<file path="src/rtl/icache_refill_ctrl.sv">
module icache_refill_ctrl #(
  parameter int ADDR_W = 32,
  parameter int DATA_W = 32,
  parameter int SET_W  = 5
) (
  input  logic                  clk,
  input  logic                  rst_n,
  input  logic [1:0]            ctl_fill_mode,
  input  logic                  ctl_nc_buffer,
  input  logic                  core_req,
  input  logic [ADDR_W-1:2]     core_addr,
  input  logic                  core_cacheable,
  output logic                  core_ack,
  output logic [DATA_W-1:0]     core_rdata,
  input  logic                  arr_hit,
  input  logic [DATA_W-1:0]     arr_rd_data,
  output logic                  bus_req,
  output logic [ADDR_W-1:0]     bus_addr,
  input  logic                  bus_ready,
  input  logic [DATA_W-1:0]     bus_rdata,
  output logic                  arr_wr_en,
  output logic [ADDR_W-5:0]     arr_wr_line,
  output logic [4*DATA_W-1:0]   arr_wr_data
);
  localparam int LINE_W = ADDR_W - 4;
  localparam int WORDS  = 4;

  logic              busy, f_tobuf;
  logic [1:0]        cnt, last, off;
  logic [LINE_W-1:0] f_line;

  logic [LINE_W-1:0] b_line;
  logic [WORDS-1:0]  b_vld;
  logic [DATA_W-1:0] b_data [WORDS];
  logic              b_mru, b_cach;

  wire [LINE_W-1:0] req_line = core_addr[ADDR_W-1:4];
  wire [1:0]        req_off  = core_addr[3:2];
  wire [1:0]        beat_off = off + cnt;
  wire              crit     = busy && (cnt == 2'd0);

  wire buf_hit   = core_req && (b_line == req_line) && b_vld[req_off];
  wire arr_serve = core_req && !busy && !buf_hit && core_cacheable && arr_hit;
  wire miss      = core_req && !busy && !buf_hit && !arr_serve;
  wire to_buf    = core_cacheable || ctl_nc_buffer;
  wire want_line = to_buf && ((ctl_fill_mode == 2'b00) ||
                              (ctl_fill_mode == 2'b01 && req_off != 2'd3) ||
                              (req_off == 2'd0));
  wire same_set  = req_line[SET_W-1:0] == b_line[SET_W-1:0];
  wire beat      = busy && bus_ready;

  assign core_ack   = busy ? (crit ? (core_req && bus_ready) : buf_hit)
                           : (buf_hit || arr_serve);
  assign core_rdata = crit ? bus_rdata : (buf_hit ? b_data[req_off] : arr_rd_data);

  assign bus_req  = busy;
  assign bus_addr = {f_line, beat_off, 2'b00};

  assign arr_wr_en   = miss && to_buf && (&b_vld) && b_mru && b_cach;
  assign arr_wr_line = b_line;
  for (genvar i = 0; i < WORDS; i++) begin : g_wr
    assign arr_wr_data[i*DATA_W +: DATA_W] = b_data[i];
  end

  always_ff @(posedge clk) begin
    if (!rst_n) begin
      busy    <= 1'b0;
      cnt     <= 2'd0;
      last    <= 2'd0;
      off     <= 2'd0;
      f_line  <= '0;
      f_tobuf <= 1'b0;
      b_line  <= '0;
      b_vld   <= '0;
      b_mru   <= 1'b0;
      b_cach  <= 1'b0;
    end else begin
      if (miss) begin
        busy    <= 1'b1;
        cnt     <= 2'd0;
        off     <= req_off;
        f_line  <= req_line;
        f_tobuf <= to_buf;
        last    <= want_line ? 2'd3 : 2'd0;
        if (to_buf) begin
          b_line <= req_line;
          b_vld  <= '0;
          b_mru  <= 1'b1;
          b_cach <= core_cacheable;
        end
      end else if (arr_serve && same_set) begin
        b_mru <= 1'b0;
      end
      if (beat) begin
        if (f_tobuf) b_vld[beat_off] <= 1'b1;
        cnt <= cnt + 2'd1;
        if (cnt == last) busy <= 1'b0;
      end
    end
  end

  always_ff @(posedge clk) begin
    if (beat && f_tobuf) b_data[beat_off] <= bus_rdata;
  end

  // each accepted non-final beat moves to the next longword of the same line
  a_r1_wrap_step: assert property (@(posedge clk) disable iff (!rst_n)
    (busy && bus_ready && cnt != last) |=>
      (busy && bus_addr[3:2] == $past(bus_addr[3:2]) + 2'd1 &&
       bus_addr[ADDR_W-1:4] == $past(bus_addr[ADDR_W-1:4])));

  // an unaccepted transfer is held
  a_r3_hold_addr: assert property (@(posedge clk) disable iff (!rst_n)
    (bus_req && !bus_ready) |=> (bus_req && $stable(bus_addr)));

  // the MRU flag rises only from an idle-cycle request
  a_r6_mru_rise: assert property (@(posedge clk) disable iff (!rst_n)
    $rose(b_mru) |-> $past(!busy && core_req));

  // a write-back is followed by a fresh, empty, most-recent buffer and a burst
  a_r7_wb_then_fill: assert property (@(posedge clk) disable iff (!rst_n)
    arr_wr_en |=> (busy && b_mru && b_vld == '0));

  // no second miss starts while busy
  a_r9_one_burst: assert property (@(posedge clk) disable iff (!rst_n)
    (busy && !(bus_ready && cnt == last)) |=> (busy && $stable(f_line)));
endmodule

</file>
<file path="config.mk">
export PLATFORM = sky130hd
export DESIGN_NAME = icache_refill_ctrl
export DESIGN_NICKNAME = d
export VERILOG_FILES = /design/src/rtl/icache_refill_ctrl.sv
export SDC_FILE = /design/constraint.sdc
export NUM_CORES = 1
export LEC_CHECK = 0
export BUFFER_PORTS_ARGS = -buffer_cell sky130_fd_sc_hd__buf_2
export CAP_MARGIN = 0
export CORE_MARGIN = 2
export CORE_UTILIZATION = 30
export DETAILED_ROUTE_END_ITERATION = 8
export SYNTH_ARGS = -nofsm -noshare
export SYNTH_HDL_FRONTEND = slang
export SYNTH_SLANG_ARGS = --single-unit
</file>
<file path="constraint.sdc">
create_clock -name clk -period 10 [get_ports clk]
set_input_delay 0.5 -clock clk [delete_from_list [all_inputs] [get_ports clk]]
set_output_delay 0.5 -clock clk [all_outputs]
set_load 0.01 [all_outputs]
</file>
# Yosys cells after proc, flatten, opt, wreduce, memory -nomap -nowiden
# Memories as Yosys holds them, arrays and structs flattened.
# Cells that the tools add are included.
# word_totals
mem_count	1
input_bits	103
reg_bits	70
ramBits	128
# memory_table
memory	depth	word_bits	read_ports	rd_clocked_by_memory_dff	wr	line_no	text
b_data	4	32	5	0	1	34	logic [DATA_W-1:0] b_data [WORDS];
# op_classes
n_reduce_logical	34
n_addsub	2
mux	24
n_lt_le_gt_ge	3
n_eq_ne	6
bitwise	1
# ops
operator	n
32-bit two-way mux	2
28-bit == test	1
4-bit two-way mux	5
1-bit logical AND	19
1-bit two-way mux	12
2-bit logical NOT	3
2-bit by 3-bit < comparator with 1-bit output, second input constant	2
2-bit two-way mux	3
5-bit == test	1
1-bit logical OR	4
4-bit OR	1
2-bit AND reduction	2
4-bit AND reduction	1
2-bit nonzero test	2
1-bit logical NOT	3
2-bit by 1-bit adder with 2-bit output, second input constant	1
2-bit adder	1
1-bit binary-select mux with 2-bit select	1
1-bit demux with 2-bit select	1
2-bit by 1-bit == test with 1-bit output, second input constant	1
2-bit == test	1
2-bit by 1-bit greater-or-equal comparator with 1-bit output, second input constant	1
2-bit by 1-bit inequality test with 1-bit output, second input constant	1
2-bit inequality test, second input constant	1

# Depth between registers and ports, before layout
# Gate-level depths: netlist of run 1.
# logic_depth
depth_word	14
mapped_depth	10

# Worst setup path after synthesis of run 1
# OpenSTA, ideal clock, no wires.
# synth_timing
path_kind	reg2reg
start	register cnt[0]
end	memory b_data[2][0], enable pin
setup_time_ns	0.470
n_path_buf	0
arrival_ns	3.541
required_ns	9.530
period_less_slack_ns	4.012
stages_incl_launch_ff	5
path_slack_ns	5.988
cell_sequence	dfxtp_1 ha_1 xnor2_1 xnor2_1 nor3b_1
# synth_via
elab_chain_len	1
# synth_lines
item	line_no	text
start, declared	29	logic [1:0] cnt, last, off;
start signal, assigned	96	cnt <= cnt + 2'd1;
2-bit adder	39	wire [1:0] beat_off = off + cnt;
net bus_addr[3]	18	output logic [ADDR_W-1:0] bus_addr,
end, declared	34	
# The timed path passes the listed nets, and every way through them passes these cells.

# Worst setup path in the final report of run 1
# layout_timing
start	input port core_addr[2] (netlist name)
end	output port arr_wr_en
# layout_via
elab_chain_len	13
# layout_lines
item	line_no	text
start, declared	11	input logic [ADDR_W-1:2] core_addr,
1-bit binary-select mux with 2-bit select (*)	42	wire buf_hit = core_req && (b_line == req_line) && b_vld[req_off];
1-bit two-way mux (not written as such) (*)	42	
1-bit logical AND (*)	42	
1-bit logical NOT (*)	43, 44	
1-bit logical AND (*)	43, 44	
1-bit logical AND (2 in series)	43	wire arr_serve = core_req && !busy && !buf_hit && core_cacheable && arr_hit;
1-bit logical NOT	44	wire miss = core_req && !busy && !buf_hit && !arr_serve;
1-bit logical AND (*)	44	
1-bit logical AND (*) (4 in series)	59	assign arr_wr_en = miss && to_buf && (&b_vld) && b_mru && b_cach;
end, declared	21	output logic arr_wr_en,
# Mark *: on every way between the ends. The rest lies on a longest branch, timed or not. The select of a mux whose other input is x is not followed.

==> results of run 1 <==
==> cells in the mapped netlist (3+ instances only) <==
cell,n
dfxtp_1,69
edfxtp_1,128
nand3_1,4
nor2_1,34
o21ai_0,3
buf_2,4
nand4_1,14
nor3_1,4
nand2_1,96
inv_1,9
and3_1,3
clkbuf_1,20
buf_6,8
mux2i_1,95
xnor2_1,28
buf_12,3
mux4_1,3
a21oi_1,38
mux4_2,29
o21ai_1,5
==> metrics by stage <==
stage,util,area (sq um),power (W)
floorplan,-,8580,0.00103
global placement,0.376,10500,0.00111
detailed placement,0.376,10500,0.00111
CTS,0.398,11100,0.00182
global route,0.398,11100,0.00187
finish,0.398,11100,0.00180
==> sequential cells by signal (all words and copies together), names as in the netlist <==
register and flops:
f_line 28, f_tobuf 1, bus_req 1, last 1
b_mru 1, b_data 128, b_cach 1, off 2
arr_wr_line 28, cnt 2, b_vld 4
==> power groups by stage <==
stage	sequential (W)	clock [W]	combinational (W)
6_report	0.000896	0.000703	0.000197
5_1_grt	0.000899	0.000758	0.000217
4_1_cts	0.000896	0.000727	0.000201
3_5_place_dp	0.000914	0	0.000201
3_3_place_gp	0.000914	0	0.000199
2_1_floorplan	0.000921	0	0.000111
==> worst max-delay path by stage <==
stage | end | slack (ps) | depth (start not counted)
6_report | arr_wr_en | 6080 | 10
5_1_grt | arr_wr_en | 5740 | 10
4_1_cts | arr_wr_en | 5950 | 10
3_5_place_dp | arr_wr_en | 5960 | 10
3_3_place_gp | arr_wr_en | 6040 | 10
2_1_floorplan | b_data[2][0]$_DFFE_PP_ | 5990 | 4
==> routing by layer <==
metal  wire [um]  part of all wire
met2       12300              0.49
met5          41            0.0016
met4         344             0.014
met3        2200             0.088
met1       10200              0.41
==> worst max-delay path, delay by kind of cell <==
| kind | cells | cell delay [ps] |
|---|---|---|
| AND/OR/NAND/NOR | 4 | 970 |
| buffers and inverters | 4 | 1460 |
| multiplexers | 2 | 440 |
==> final cells by class <==
type / instances / area, sq um / area share
Clock buffer: 17 / 425 / 0.0383
Tap cell: 378 / 473 / 0.0426
Inverter: 9 / 33.8 / 0.00304
Clock inverter: 15 / 190 / 0.0171
Timing Repair Buffer: 332 / 1680 / 0.152
Sequential cell: 197 / 5230 / 0.470
Multi-Input combinational cell: 382 / 3080 / 0.277
Antenna cell: 2 / 5.00 / 0.000450
==> cell families after synthesis <==
family	share of synthesized area
xor gates and xnor gates	0.0306
other	0.000437
AOI/OAI and AO/OA	0.0369
muxes	0.198
DFF	0.609
buffers and inverters	0.0360
adders and majority gates	0.00292
and+or+nand+nor	0.0861
==> flow_summary.yaml, run 1 <==
sta:
  hold_slack_ps: 296
  worst_slack_ps: 6080
  min_period_ps: 3920
  finalCritPeriodShare: 0.392
  slew_violations: 0
  timing.fmax_mhz: 255
  hold_viol: 0
  clock_skew_ps: 13.5
  worst_pin_slew_ps: 925
  setup_viol: 0
  setup_tns_ps: 0
  rsz0062_at_grt: "no"
  slew_headroom: 0.383
worst_setup_path:
  path_cells: "buf_2 > buf_4 > mux2i_1 > mux2_2 > nor3_2 > nand3_2 > buf_4 > nand2b_4 > nor4_2 > buf_2"
  crit_path_start_kind: "input pin"
  slowest_delay_ps: 600
  cp.required_ps: 9500
  reg2reg_depth: 7
  slowest_stage: "buf_4"
  crit_fanout: 37
  reg2reg_slack_ps: 7350
  timing.rr.start: "arr_wr_line[6]$_SDFFE_PN0P_"
  worstSetupStartpoint: "core_addr[2]"
  path_class: "input pin to output port"
  rr_endpoint: "arr_wr_line[3]$_SDFFE_PN0P_"
  cp.arrival_ps: 3420
  cp-end-kind: "output port"
job:
  drv_cap: 0
yosys:
  ys_ff_latch: 197
  ys_seq_area_frac: 0.609
  synth_top_area_frac: 0.448
  syn-cell-area_sq_um: 8570
  ys.flop_type: "edfxtp_1"
  netlist_instances: 625
  ys_types: 43
  synth_area_leaders: "edfxtp_1 (45%), dfxtp_1 (16%), mux2i_1 (11%)"
  syn_area_per_cell_sq_um: 13.7
  yosysWarnings: 0
  synth_largest_area_cell: "edfxtp_1"
  async_reset_ff_frac: 0
  synth_edf_count: 128
final_layout:
  drive_gt1_frac: 0.428
  fin_nets: 1044
  nFillCells: 2736
  syn_to_final_growth_pct: 29.6
  final_cells: 1332
  most-common-layout-cells: "buf_2 (323), edfxtp_1 (128), mux2i_1 (95), nand2_1 (95), dfxtp_1 (69)"
  final_common_cell: "buf_2"
pwr:
  seqPwrFrac: 0.499
  combPwrFrac: 0.110
  p_leak_nw: 4.88
  swShare: 0.270
  p_sw_w: 0.000485
  ir_drop_v: 0.0000886
  pwr-share-clk: 0.391
  p_int_w: 0.00131
  power.density_nw_per_um2: 162
die:
  initial_core_util: 0.307
  core-area_sq_um: 27900
  rows: 61
  pin_count: 326
  dieArea_sq_um: 29900
  die_w_um: 173
  die_y_um: 173
worst_hold_path:
  worst_hold_path_type: "input pin to flip-flop"
  hold_start: "bus_rdata[19]"
  holdPathEnd: "b_data[0][19]$_DFFE_PP_"
  holdPathStages: 1
global_routing:
  met3_usage: 0.0563
  grt_pass1_wl_um: 38100
  antenna_found_initial: 4
  grt_start_max_net_pins: 95
  grt_busiest_layer: "met2"
  grt_pass1_vias: 6459
  gr-total-overflow: 0
  use_met2: 0.283
  grt_use_total: 0.164
  grtUsageMet1: 0.197
clocking:
  cts.repair.resized: 0
  clk_latency_ps: 430
  cts_made_buffers: 17
  cts_sinks: 197
  post_cts_buffers: 0
  holdBufCountCts: 0
  cts-root-buf: "clkbuf_16"
  ctsLongestPathBuffers: 2
  cts_tree: "built"
  clk_pin_slew_worst_paths_ps: 90
  ctsHtreeMaxLevel: 4
route:
  routed_wl_um: 25100
  dr.pass1.iters: 4
  vias_per_cell: 4.68
  drc: 0
  vias: 6237
  final_antenna_net_count: 0
  routedWlPerCell_um: 18.9
  first_iter_violations: 329
run_status:
  status: "completed"
place:
  gp_congestion: 0.835
  place_hpwl_um: 17600
  dpl_worst_slack_ps: 5960
  place_inst: 1298
  io_buffers: 323
(Power assumes the default switching activity.)
==> inputs of run 2 (changes only) <==
clock period = 3.8 ns   (was 10 ns; I/O delays follow)
==> run 2 against run 1 <==
Effect of this change:
- sequential cell count is the same
- setup slack worse by 5500 ps
- total power grew to 2.7 times the previous value
- cell count increased by 2.6%
- largest cell class unchanged
==> flow_summary.yaml, run 2 (synthesis gave the netlist of run 1 again) <==
final_layout:
  regMostFlops: "b_data"
  largest_reg_flops: 128
  multi_input_area_sq_um: 3080
  most-common-layout-cells: "buf_2 (323), edfxtp_1 (128), mux2i_1 (95), nand2_1 (95), dfxtp_1 (69)"
  final_common_cell: "buf_2"
  drive_gt1_frac: 0.417
  nFillCells: 2707
  fin_nets: 1077
  final_core_util: 0.410
  syn_to_final_growth_pct: 33.6
  seq_area_sq_um: 5230
clocking:
  cts.repair.resized: 0
  ctsHtreeMaxLevel: 4
  cts-root-buf: "clkbuf_16"
  cts_sinks: 197
  clk_latency_ps: 440
  clk_pin_slew_worst_paths_ps: 80
  post_cts_buffers: 0
  cts_tree: "built"
  cts_made_buffers: 17
  ctsLongestPathBuffers: 2
pwr:
  pwr-share-clk: 0.391
  combPwrFrac: 0.116
  p_int_w: 0.00348
  p_leak_nw: 5.03
  swShare: 0.273
  power.density_nw_per_um2: 417
  ir_drop_v: 0.000235
  seqPwrFrac: 0.493
  p_sw_w: 0.00130
run_status:
  status: "completed"
route:
  drc: 0
  first_iter_violations: 467
  routedWlPerCell_um: 19.3
  vias_per_cell: 4.68
  dr.pass1.iters: 5
  vias: 6396
  routed_wl_um: 26300
  final_antenna_net_count: 0
worst_setup_path:
  reg2reg_depth: 7
  cp.arrival_ps: 3050
  cp-end-kind: "output port"
  rr_endpoint: "arr_wr_line[3]$_SDFFE_PN0P_"
  timing.rr.start: "arr_wr_line[24]$_SDFFE_PN0P_"
  crit_fanout: 37
  reg2reg_slack_ps: 1220
  crit_path_start_kind: "flip-flop"
  cp.required_ps: 3610
  path_class: "flip-flop to output port"
sta:
  setup_tns_ps: 0
  timing.fmax_mhz: 309
  min_period_ps: 3240
  hold_viol: 0
  worst_pin_slew_ps: 808
  finalCritPeriodShare: 0.852
  setup_viol: 0
  worst_slack_ps: 561
  rsz0062_at_grt: "no"
  slew_violations: 0
  slew_headroom: 0.462
  clock_skew_ps: 17.4
global_routing:
  gr-total-overflow: 0
  grt_use_total: 0.175
  grt_start_max_net_pins: 46
  grt_pass1_wl_um: 40200
  grt_pass1_vias: 6619
  antenna_found_initial: 3
worst_hold_path:
  holdPathEnd: "b_data[1][1]$_DFFE_PP_"
  holdPathStages: 1
  worst_hold_path_type: "input pin to flip-flop"
  hold_start: "bus_rdata[1]"
die:
  initial_core_util: 0.307
  die_w_um: 173
  dieArea_sq_um: 29900
  pin_count: 326
  die_y_um: 173
  rows: 61
  core-area_sq_um: 27900
place:
  io_buffers: 323
  gp_congestion: 0.821
  dpl_worst_slack_ps: 995
  place_hpwl_um: 18900
job:
  drv_cap: 0
-- run 2: cell types whose count changed in the layout (fill, tap and decap cells not counted), sizes merged --
cell	delta
buf	+4
clkinv	+1
clkinvlp	-1
diode	+1
dlygate4sd3	+29
-- run 2: worst max-delay path: stages (launching register included) --
cell and delay [ps]:
dfxtp_1 360, xor2_1 160, nor2_1 90, and4_1 220, nand3_2 70, buf_4 620
nand2b_4 520, nor4_2 360, buf_2 190
-- run 2: through the flow --
stage	hold WS (ps)	cells	power, W	area, sq um
floorplan	289	626	0.00272	8580
global placement	422	1302	0.00294	10500
detailed placement	427	1302	0.00295	10500
CTS	4.06	1363	0.00484	11500
global route	3.05	1364	0.00499	11500
finish	16.4	1366	0.00478	11500
-- run 2: final cells by class --
cell class,count,share of cell area
multi-input cells,382,0.269
flip-flops and latches,197,0.456
diodes,3,0.000655
clock buffers,17,0.0371
well taps,378,0.0413
repair buffers,365,0.176
inverters,9,0.00295
clock inverters,15,0.0169
-- run 2: worst max-delay path by stage --
stage                                     start                     end  depth (start not counted)
floorplan                   cnt[0]$_SDFFE_PN0P_  b_data[0][0]$_DFFE_PP_                          4
global placement    arr_wr_line[2]$_SDFFE_PN0P_               arr_wr_en                          8
detailed placement  arr_wr_line[2]$_SDFFE_PN0P_               arr_wr_en                          8
CTS                 arr_wr_line[2]$_SDFFE_PN0P_               arr_wr_en                          8
global route        arr_wr_line[2]$_SDFFE_PN0P_               arr_wr_en                          8
finish              arr_wr_line[2]$_SDFFE_PN0P_               arr_wr_en                          8
-- run 2: routing by layer --
layer	wire (um)	GRT usage	vias up
met2	12900	0.300	271
met1	11000	0.216	3104
met4	284	0.0424	0
li1	-	-	3001
met3	2110	0.0547	20
met5	0	0	-
-- run 2: what timing repair did --
| action | 4_1_cts | 5_1_grt |
|---|---|---|
| endpoints found under the setup margin | 0 | 0 |
| hold buffers | 29 | 0 |
| endpoints found under the hold margin | 112 | 0 |
-- run 2: power groups by stage --
stage / Sequential [W] / Combinational (W) / Clock, W
2_1_floorplan: 0.00242 / 0.000291 / 0
5_1_grt: 0.00236 / 0.000607 / 0.00202
3_3_place_gp: 0.00240 / 0.000537 / 0
6_report: 0.00236 / 0.000555 / 0.00187
3_5_place_dp: 0.00241 / 0.000540 / 0
4_1_cts: 0.00236 / 0.000565 / 0.00192
